<file path="src/rtl/swallow_divider.sv">
module swallow_divider #(
  parameter int PRE = 32,
  parameter int AW  = 5,
  parameter int BW  = 10
) (
  input  logic          clk,
  input  logic          rst,
  input  logic          hold,
  input  logic [AW-1:0] swallow_cnt,
  input  logic [BW-1:0] main_cnt,
  output logic          div_out
);
  localparam int PW = $clog2(PRE + 1);

  logic [PW-1:0] pcnt;
  logic [AW-1:0] a_rem;
  logic [BW-1:0] b_rem;
  logic          mc, pend, last;

  assign mc   = a_rem != '0;
  assign pend = pcnt == (mc ? PW'(PRE) : PW'(PRE - 1));
  assign last = b_rem <= BW'(1);

  always_ff @(posedge clk) begin
    if (rst || hold) begin
      pcnt    <= '0;
      a_rem   <= swallow_cnt;
      b_rem   <= main_cnt;
      div_out <= 1'b0;
    end else begin
      div_out <= pend && last;
      if (pend) begin
        pcnt <= '0;
        if (last) begin
          a_rem <= swallow_cnt;
          b_rem <= main_cnt;
        end else begin
          b_rem <= b_rem - BW'(1);
          if (mc) a_rem <= a_rem - AW'(1);
        end
      end else begin
        pcnt <= pcnt + PW'(1);
      end
    end
  end

  // held divider never pulses
  a_r6_hold_quiet: assert property (@(posedge clk) disable iff (rst)
    hold |=> !div_out);

  // pulse lasts one input cycle
  a_r5_single_pulse: assert property (@(posedge clk) disable iff (rst)
    div_out |=> !div_out);

  // a pulse coincides with the prescaler back at phase zero
  a_r2_pulse_at_reload: assert property (@(posedge clk) disable iff (rst)
    div_out |-> pcnt == '0);

  // the long step only occurs while swallow steps remain
  a_r4_long_step_gated: assert property (@(posedge clk) disable iff (rst)
    (pcnt == PW'(PRE)) |-> a_rem != '0);

  // prescaler phase never exceeds the long modulus
  a_r2_phase_bound: assert property (@(posedge clk) disable iff (rst)
    pcnt <= PW'(PRE));
endmodule

</file>
<file path="config.mk">
export PLATFORM = sky130hd
export DESIGN_NAME = swallow_divider
export DESIGN_NICKNAME = d
export VERILOG_FILES = /design/src/rtl/swallow_divider.sv
export SDC_FILE = /design/constraint.sdc
export NUM_CORES = 1
export LEC_CHECK = 0
export BUFFER_PORTS_ARGS = -buffer_cell sky130_fd_sc_hd__buf_2
export CAP_MARGIN = 5
export CORE_MARGIN = 10
export CORE_UTILIZATION = 59
export DETAILED_ROUTE_END_ITERATION = 6
export PLACE_DENSITY = 0.78
export REMOVE_ABC_BUFFERS = 1
export SYNTH_ARGS = -nofsm -noshare
export SYNTH_HDL_FRONTEND = slang
export SYNTH_SLANG_ARGS = --single-unit
</file>
<file path="constraint.sdc">
create_clock -name clk -period 3.4 [get_ports clk]
set_input_delay 0.17 -clock clk [delete_from_list [all_inputs] [get_ports clk]]
set_output_delay 0.17 -clock clk [all_outputs]
set_load 0.01 [all_outputs]
</file>
== Yosys cells after proc, flatten, opt, wreduce, memory -nomap -nowiden ==
Cells that the tools add are included.
Word-level totals
  register bits: 22
  input bits: 18
  output and inout bits: 1
  logic and storage cells: 24
Cells by class
  add/subtract/negate cells: 3
  order comparisons: 1
  eq/ne operators: 1
  muxes and demuxes: 8
  reduce and logical (&&, ||, !) cells: 7
Operators by type and width (count)
  10-bit 2-to-1 mux: 3
  5-bit 2-to-1 mux: 4
  10-bit by 1-bit less-or-equal comparator with 1-bit output (second input constant): 1
  10-bit by 1-bit subtractor with 10-bit output (second input constant): 1
  6-bit by 1-bit adder with 6-bit output (second input constant): 1
  6-bit == test: 1
  6-bit 2-to-1 mux: 1
  5-bit nonzero test: 1
  5-bit by 1-bit subtractor with 5-bit output (second input constant): 1
  3-bit nonzero test: 1
  2-bit AND reduction: 1
  2-bit nonzero test: 1
  2-bit OR reduction: 1
  1-bit logical AND: 1
  1-bit logical OR: 1

== Logic depth before layout (Yosys ltp) ==
Gate-level depths: netlist of the first run.
  depth in word-level cells: 5
  mapped depth: 7
  depth with buffers taken out: 6

== Least setup slack after synthesis of the first run ==
No wires, ideal clock.
  path kind: register -> register
  start: register a_rem[0]
  end: register a_rem[0], enable pin
  arrival: 1745 ps
  data required time: 3137 ps
  path slack: 1392 ps
  stages on the path, launching flop included: 8
  buffers on the path: 1
  period minus slack after synthesis: 2008 ps
  path through: edfxtp_1 > inv_1 > ha_1 > nor4b_2 > and4b_4 > or4_1 > buf_6 > o21a_1
Between the ends
  longest elaborated chain between the ends: 5
  elaborated cells between the ends (all ways): 6
  classes of those cells: eq/ne (1); mux (1); reduce/logical (4)
Ends and longest elaborated chain
  start, declared: RTL line 16  | logic [AW-1:0] a_rem;
  start signal, assigned: RTL line 27  | a_rem <= swallow_cnt;
  start signal, assigned: RTL line 35  | a_rem <= swallow_cnt;
  start signal, assigned: RTL line 39  | if (mc) a_rem <= a_rem - AW'(1);
  5-bit nonzero test *: RTL line 20  | assign mc = a_rem != '0;
  6-bit 2-to-1 mux: RTL line 21  | assign pend = pcnt == (mc ? PW'(PRE) : PW'(PRE - 1));
  6-bit == test: RTL line 21
  2-bit nonzero test (no source line)
  2-bit AND reduction (no source line) *
Every way passes the cells marked *; elsewhere a longest branch is shown, timed or not.
A chain may end at the register's enable or synchronous reset.

== Worst setup path in the final report of the first run ==
  start: register a_rem[0]
  end: register a_rem[2], enable pin
Same word-level chain as after synthesis.

==> flow_metrics.env, run 1 <==
export IMPL_postRouteAntennaNets=0
export IMPL_start_kind="flip-flop"
export IMPL_fp_dieW_um=65.7
export IMPL_clk_latency_ns=0.30
export IMPL_p_per_area_mw_per_mm2=389
export IMPL_wl_per_cell_um=14.0
export IMPL_finalSetupViolCount=0
export IMPL_cap_violations=0
export IMPL_synthToLayoutAreaGrowth_pct=10.7
export IMPL_seqCellArea_um2=591
export IMPL_setup_slack_ns=0.918
export IMPL_yosysUniqueCellTypes=33
export IMPL_start_util=0.621
export IMPL_numCtsBuffers=3
export IMPL_rows=16
export IMPL_fin_tns_setup_ns=0
export IMPL_boundaryPins=19
export IMPL_track_usage=0.105
export IMPL_synth_area_mm2=0.00123
export IMPL_die_h_um=65.7
export IMPL_hold_viol_final=0
export IMPL_path_class="flip-flop to flip-flop"
export IMPL_min_path_type="primary input to flip-flop"
export IMPL_fp_dieArea_mm2=0.00431
export IMPL_via_count=799
export IMPL_grt_max_degree=17
export IMPL_cts_hold_buf=0
export IMPL_cts_setup_buffers=0
export IMPL_cts_root_buffer="clkbuf_4"
export IMPL_rsz0062_at_grt="false"
export IMPL_dr_pass1_iters=4
export IMPL_grt_pass1_vias=841
export IMPL_ys_ff_latch=22
export IMPL_multi_input_area_um2=599
export IMPL_grt_overflow_total=0
export IMPL_cts_sinks=22
export IMPL_power_leakage_nw=0.536
export IMPL_portBuffers=18
export IMPL_end_kind="flip-flop"
export IMPL_synth_avg_cell_area_um2=11.8
export IMPL_power_mw=0.531
export IMPL_cts_resized=0
export IMPL_grt_first_pass_wirelength_mm=3.65
export IMPL_crit_path_max_fanout=16
export IMPL_max_slew_worst_pin_slew_ns=0.738
export IMPL_drt_iter0_markers=24
export IMPL_period_minus_slack_ns=2.48
export IMPL_status="complete, no violations"
export IMPL_post_route_drc_count=0
export IMPL_synth_yosys_seq_area_share=0.480
export IMPL_skew_ns=0.00859
export IMPL_synth_ff_type="edfxtp_1"
export IMPL_clk_pin_slew_ns=0.12
export IMPL_ys_warn_count=0
export IMPL_slew_viol_final=0
export IMPL_drive_above_1_share=0.347
export IMPL_routabilityCongestion=0.752
export IMPL_core_area_mm2=0.00198
export IMPL_antenna_found_initial=0
export IMPL_synth_edf_count=15
export IMPL_clockBufferDepth=2
export IMPL_vias_per_cell=5.29
export IMPL_place_ws_ns=0.909
export IMPL_nets=147
export IMPL_antenna_cells=0
export IMPL_async_reset_ff_frac=0
export IMPL_required_ns=3.40
export IMPL_vdd_drop_max_uv=265
export IMPL_routed_wl_mm=2.11
export IMPL_syn_inst=104
export IMPL_cts_tree="done"
export IMPL_htreeDepth=1
export IMPL_crit_arrival_ns=2.48
export IMPL_max_slew_margin=0.508
export IMPL_fmax_ghz=0.403
export IMPL_finalCritPeriodShare=0.730
export IMPL_fillers=151
export IMPL_dpl_hpwl_mm=1.64
==> area by class of cell <==
class	instances	share of cell area
Clock buffer	4	0.0193
Inverter	6	0.0165
Multi-Input combinational cell	74	0.440
Sequential cell	22	0.433
Tap cell	27	0.0248
Timing Repair Buffer	18	0.0661
==> worst paths after layout <==
check                          start                  to  slack (ns)  cells after the start
setup / recovery  a_rem[0]$_DFFE_PP_  a_rem[2]$_DFFE_PP_        0.92                      6
hold / removal           main_cnt[0]  b_rem[0]$_DFFE_PP_        0.16                      2
setup reg to reg  a_rem[0]$_DFFE_PP_  a_rem[2]$_DFFE_PP_        0.92                      6
hold reg to reg   pcnt[0]$_SDFF_PP0_  pcnt[0]$_SDFF_PP0_        0.51                      1
==> registers in the layout, indices dropped and copies added, names as in the netlist <==
signal / count
b_rem: 10
pcnt: 6
a_rem: 5
div_out: 1
==> placed cells by master (no fill, tap or decap) <==
cell	n
mux2i_1	1
or4_1	2
nor4b_2	1
dfxtp_1	7
a21oi_1	1
xor2_1	9
nor3_1	4
nand2b_1	1
clkbuf_1	1
nor2_4	1
or4b_1	1
nor3b_1	1
nor3_2	1
nand4b_1	1
ha_1	4
nand3_1	3
edfxtp_1	15
nand2_1	4
or3b_2	1
o31ai_1	1
xnor2_1	5
and3_1	1
nor2_1	7
and4b_4	1
and4_4	1
nor2_2	3
nand4_1	1
o21a_1	1
inv_1	6
a31oi_1	1
clkbuf_4	3
buf_2	18
mux2_2	13
nor4_1	3
==> synth_stat cells, types with 2 or more instances <==
cell | instances | area, µm²
dfxtp_1 | 7 | 140
edfxtp_1 | 15 | 450
ha_1 | 4 | 50.1
inv_1 | 6 | 22.5
mux2_2 | 13 | 146
nand2_1 | 4 | 15.0
nand3_1 | 3 | 15.0
nor2_1 | 7 | 26.3
nor2_2 | 3 | 18.8
nor3_1 | 4 | 20.0
nor4_1 | 3 | 18.8
or4_1 | 2 | 15.0
xnor2_1 | 5 | 43.8
xor2_1 | 9 | 78.8
==> logic make-up after synthesis <==
group / synth area share
AOI/OAI and AO/OA: 0.0213
xor gates and xnor gates: 0.0996
adders and majority gates: 0.0407
buffers and inverters: 0.0335
DFF: 0.480
muxes: 0.127
and+or+nand+nor: 0.198
==> report_power, final <==
group	switching [mW]	leakage [nW]	internal, mW
Sequential	0.0219	0.209	0.312
Clock	0.0732	0.0150	0.0456
Combinational	0.0352	0.311	0.0427
Total	0.130	0.536	0.400
==> worst max-delay path: stages (launching register included) <==
cell and delay, ns:
edfxtp_1 0.41, inv_1 0.09, ha_1 0.20, nor4b_2 0.29, and4b_4 0.28, or4_1 0.59
o21a_1 0.33
==> metal layers <==
metal  wire [µm]  global-route usage  up-vias  share of wire
met5           0                   0        -              0
met4          14              0.0481        0         0.0066
met3          58              0.0186        2          0.028
met2        1030               0.182       11           0.49
met1        1000               0.123      367           0.48
li1            -                   -      419              -
==> stage by stage <==
stage	hold WS, ns	instance area [µm²]	std cells	utilization
3_3_place_gp	0.469	1340	147	0.674
4_1_cts	0.154	1360	151	0.688
3_5_place_dp	0.475	1340	147	0.674
2_1_floorplan	0.365	1210	102	-
6_report	0.161	1360	151	0.688
5_1_grt	0.157	1360	151	0.688
Power figures use the tool's default switching activity.
==> run 2: changes to the inputs <==
--- a/config.mk
+++ b/config.mk
@@ -5,12 +5,13 @@
 export SDC_FILE = /design/constraint.sdc
 export NUM_CORES = 1
 export LEC_CHECK = 0
+export ABC_AREA = 1
 export BUFFER_PORTS_ARGS = -buffer_cell sky130_fd_sc_hd__buf_2
 export CAP_MARGIN = 5
 export CORE_MARGIN = 10
-export CORE_UTILIZATION = 59
+export CORE_UTILIZATION = 51
 export DETAILED_ROUTE_END_ITERATION = 6
-export PLACE_DENSITY = 0.78
+export PLACE_DENSITY = 0.71
 export REMOVE_ABC_BUFFERS = 1
 export SYNTH_ARGS = -nofsm -noshare
 export SYNTH_HDL_FRONTEND = slang
==> constraint.sdc (replaced) <==
create_clock -name clk -period 2.14 [get_ports clk]
set_input_delay 0.107 -clock clk [delete_from_list [all_inputs] [get_ports clk]]
set_output_delay 0.107 -clock clk [all_outputs]
set_load 0.01 [all_outputs]
==> flow_metrics.env, run 2 <==
export IMPL_status="complete, no violations"
export IMPL_ys_ff_latch=22
export IMPL_slew_viol_final=0
export IMPL_fp_dieW_um=71.8
export IMPL_ys_warn_count=0
export IMPL_design_area_mm2=0.00153
export IMPL_seq_power_share=0.563
export IMPL_nets=217
export IMPL_synth_avg_cell_area_um2=8.00
export IMPL_wl_per_cell_um=11.6
export IMPL_synth_top_area_frac=0.329
export IMPL_synth_ff_type="edfxtp_1"
export IMPL_post_route_drc_count=0
export IMPL_power_leakage_nw=0.684
export IMPL_cp_slowest_stage_delay_ns=0.39
export IMPL_cap_violations=0
export IMPL_clockBufferDepth=2
export IMPL_routed_wl_mm=2.59
export IMPL_p_clk_frac=0.251
export IMPL_synth_most_common_cell="nand2_1"
export IMPL_grt_max_degree=17
export IMPL_switchingPower_mw=0.259
export IMPL_max_slew_margin=0.666
export IMPL_required_ns=2.22
export IMPL_cts_tree="done"
export IMPL_regMostFlops="b_rem"
export IMPL_dr_pass1_iters=4
export IMPL_cts_setup_buffers=0
export IMPL_period_minus_slack_ns=1.80
export IMPL_p_int_mw=0.671
export IMPL_routabilityCongestion=0.808
export IMPL_boundaryPins=19
export IMPL_syn_inst=171
export IMPL_die_h_um=71.8
export IMPL_finalSetupViolCount=0
export IMPL_yosys_area_top_type="edfxtp_1"
export IMPL_track_usage=0.107
export IMPL_clk_latency_ns=0.31
export IMPL_clk_pin_slew_ns=0.12
export IMPL_synthToLayoutAreaGrowth_pct=12.0
export IMPL_fmax_ghz=0.556
export IMPL_htreeDepth=1
export IMPL_start_kind="flip-flop"
export IMPL_power_mw=0.930
export IMPL_portBuffers=18
export IMPL_postRouteAntennaNets=0
export IMPL_grt_overflow_total=0
export IMPL_max_slew_worst_pin_slew_ns=0.499
export IMPL_combPwrFrac=0.186
export IMPL_synth_area_top_cells="edfxtp_1 33%, nand2_1 11%, dfxtp_1 10%, nor2_1 8.2%, inv_1 7.4%"
export IMPL_async_reset_ff_frac=0
export IMPL_via_count=1102
export IMPL_cts_sinks=22
export IMPL_grt_first_pass_wirelength_mm=4.66
export IMPL_synth_yosys_seq_area_share=0.432
export IMPL_crit_path_max_fanout=12
export IMPL_path_buf_inv=2
export IMPL_final_common_cell="nand2_1"
export IMPL_drive_above_1_share=0.227
export IMPL_numCtsBuffers=3
export IMPL_synth_common_cells="41 x nand2_1, 30 x nor2_1, 27 x inv_1"
export IMPL_path_class="flip-flop to flip-flop"
export IMPL_largest_register_ffs=10
export IMPL_hold_viol_final=0
export IMPL_p_sw_frac=0.278
export IMPL_drt_iter0_markers=55
export IMPL_cts_hold_buf=0
export IMPL_vdd_drop_max_uv=436
export IMPL_skew_ns=0.00334
export IMPL_antenna_cells=0
export IMPL_dpl_instance_area_mm2=0.00150
export IMPL_vias_per_cell=4.92
export IMPL_synth_edf_count=15
export IMPL_min_path_type="primary input to flip-flop"
export IMPL_cts_resized=0
export IMPL_start_util=0.542
export IMPL_dpl_hpwl_mm=2.12
export IMPL_crit_arrival_ns=1.87
export IMPL_finalCritPeriodShare=0.840
export IMPL_grt_pass1_vias=1147
export IMPL_synth_area_mm2=0.00137
export IMPL_antenna_found_initial=0
export IMPL_end_kind="flip-flop"
export IMPL_fillers=233
export IMPL_rows=18
export IMPL_path_cells="inv_1, ha_1, o21ai_2, nor2_2, nor2_4, nand2_1, nand2_1, inv_1"
export IMPL_top_regs="b_rem x10, pcnt x6, a_rem x5"
export IMPL_path_delay_family="simple AND/OR/NAND/NOR gates"
export IMPL_cts_root_buffer="clkbuf_4"
export IMPL_final_cell_mix="41 x nand2_1, 30 x nor2_1, 27 x inv_1, 18 x buf_2, 15 x edfxtp_1"
export IMPL_rsz0062_at_grt="false"
export IMPL_core_area_mm2=0.00252
export IMPL_fp_dieArea_mm2=0.00515
export IMPL_cpMaxStageDelayCell="edfxtp_1"
export IMPL_fin_tns_setup_ns=0
export IMPL_p_per_area_mw_per_mm2=607
export IMPL_yosysUniqueCellTypes=22
## run 2: cell count changes in the layout (fill, tap and decap cells not counted), moves of 4 or more
| cell | previous run | this run |
|---|---|---|
| nand3_1 | 3 | 7 |
| o21ai_2 | 0 | 9 |
| inv_1 | 6 | 27 |
| mux2_2 | 13 | 0 |
| nor2_1 | 7 | 30 |
| nand2_1 | 4 | 41 |
## run 2: worst min-delay path: stages
cell,delay [ns]
buf_2,0.07
nand2_1,0.04
nand2_1,0.05
## run 2: cells by family after synthesis
family | Yosys count | synth area share
simple gates | 91 | 0.290
buf+inv | 29 | 0.0906
flops | 22 | 0.432
compound gates | 16 | 0.0933
xor+xnor | 9 | 0.0576
fa+ha+maj | 4 | 0.0366
## run 2: final timing paths
check                          start                 end  slack [ns]  depth (start not counted)
hold / removal        swallow_cnt[4]  a_rem[4]$_DFFE_PP_        0.06                          3
setup / recovery  b_rem[0]$_DFFE_PP_  a_rem[3]$_DFFE_PP_        0.34                          8
setup reg to reg  b_rem[0]$_DFFE_PP_  a_rem[3]$_DFFE_PP_        0.34                          8
hold reg to reg   pcnt[0]$_SDFF_PP0_  pcnt[0]$_SDFF_PP0_        0.50                          1
## run 2: area by class of cell
cell class                 instances  area [µm²]  share of cell area
sequential                        22         591               0.386
tap                               30        37.5              0.0245
clock buffer                       4        36.3              0.0237
multi-input combinational        120         653               0.426
timing repair buffer              21         113              0.0735
inverter                          27         101              0.0662
## run 2: power by group through the flow
stage | registers [mW] | logic (mW) | clock network (mW)
floorplan | 0.526 | 0.129 | 0
global placement | 0.531 | 0.168 | 0
detailed placement | 0.533 | 0.175 | 0
CTS | 0.524 | 0.176 | 0.240
global route | 0.530 | 0.200 | 0.254
finish | 0.523 | 0.173 | 0.233
## run 2: per-stage QoR
stage | std cells | hold WS (ns) | util | setup slack (ns)
2_1_floorplan | 169 | 0.284 | - | 0.374
3_3_place_gp | 220 | 0.379 | 0.593 | 0.395
3_5_place_dp | 220 | 0.384 | 0.593 | 0.338
4_1_cts | 224 | 0.0522 | 0.607 | 0.314
5_1_grt | 224 | 0.0520 | 0.607 | 0.183
6_report | 224 | 0.0550 | 0.607 | 0.342
## run 2: metal layers
layer	up-vias	track usage	routed length, µm
li1	581	-	-
met1	503	0.114	1120
met2	15	0.207	1370
met3	3	0.0193	78
met4	0	0.0258	23
met5	-	0	0
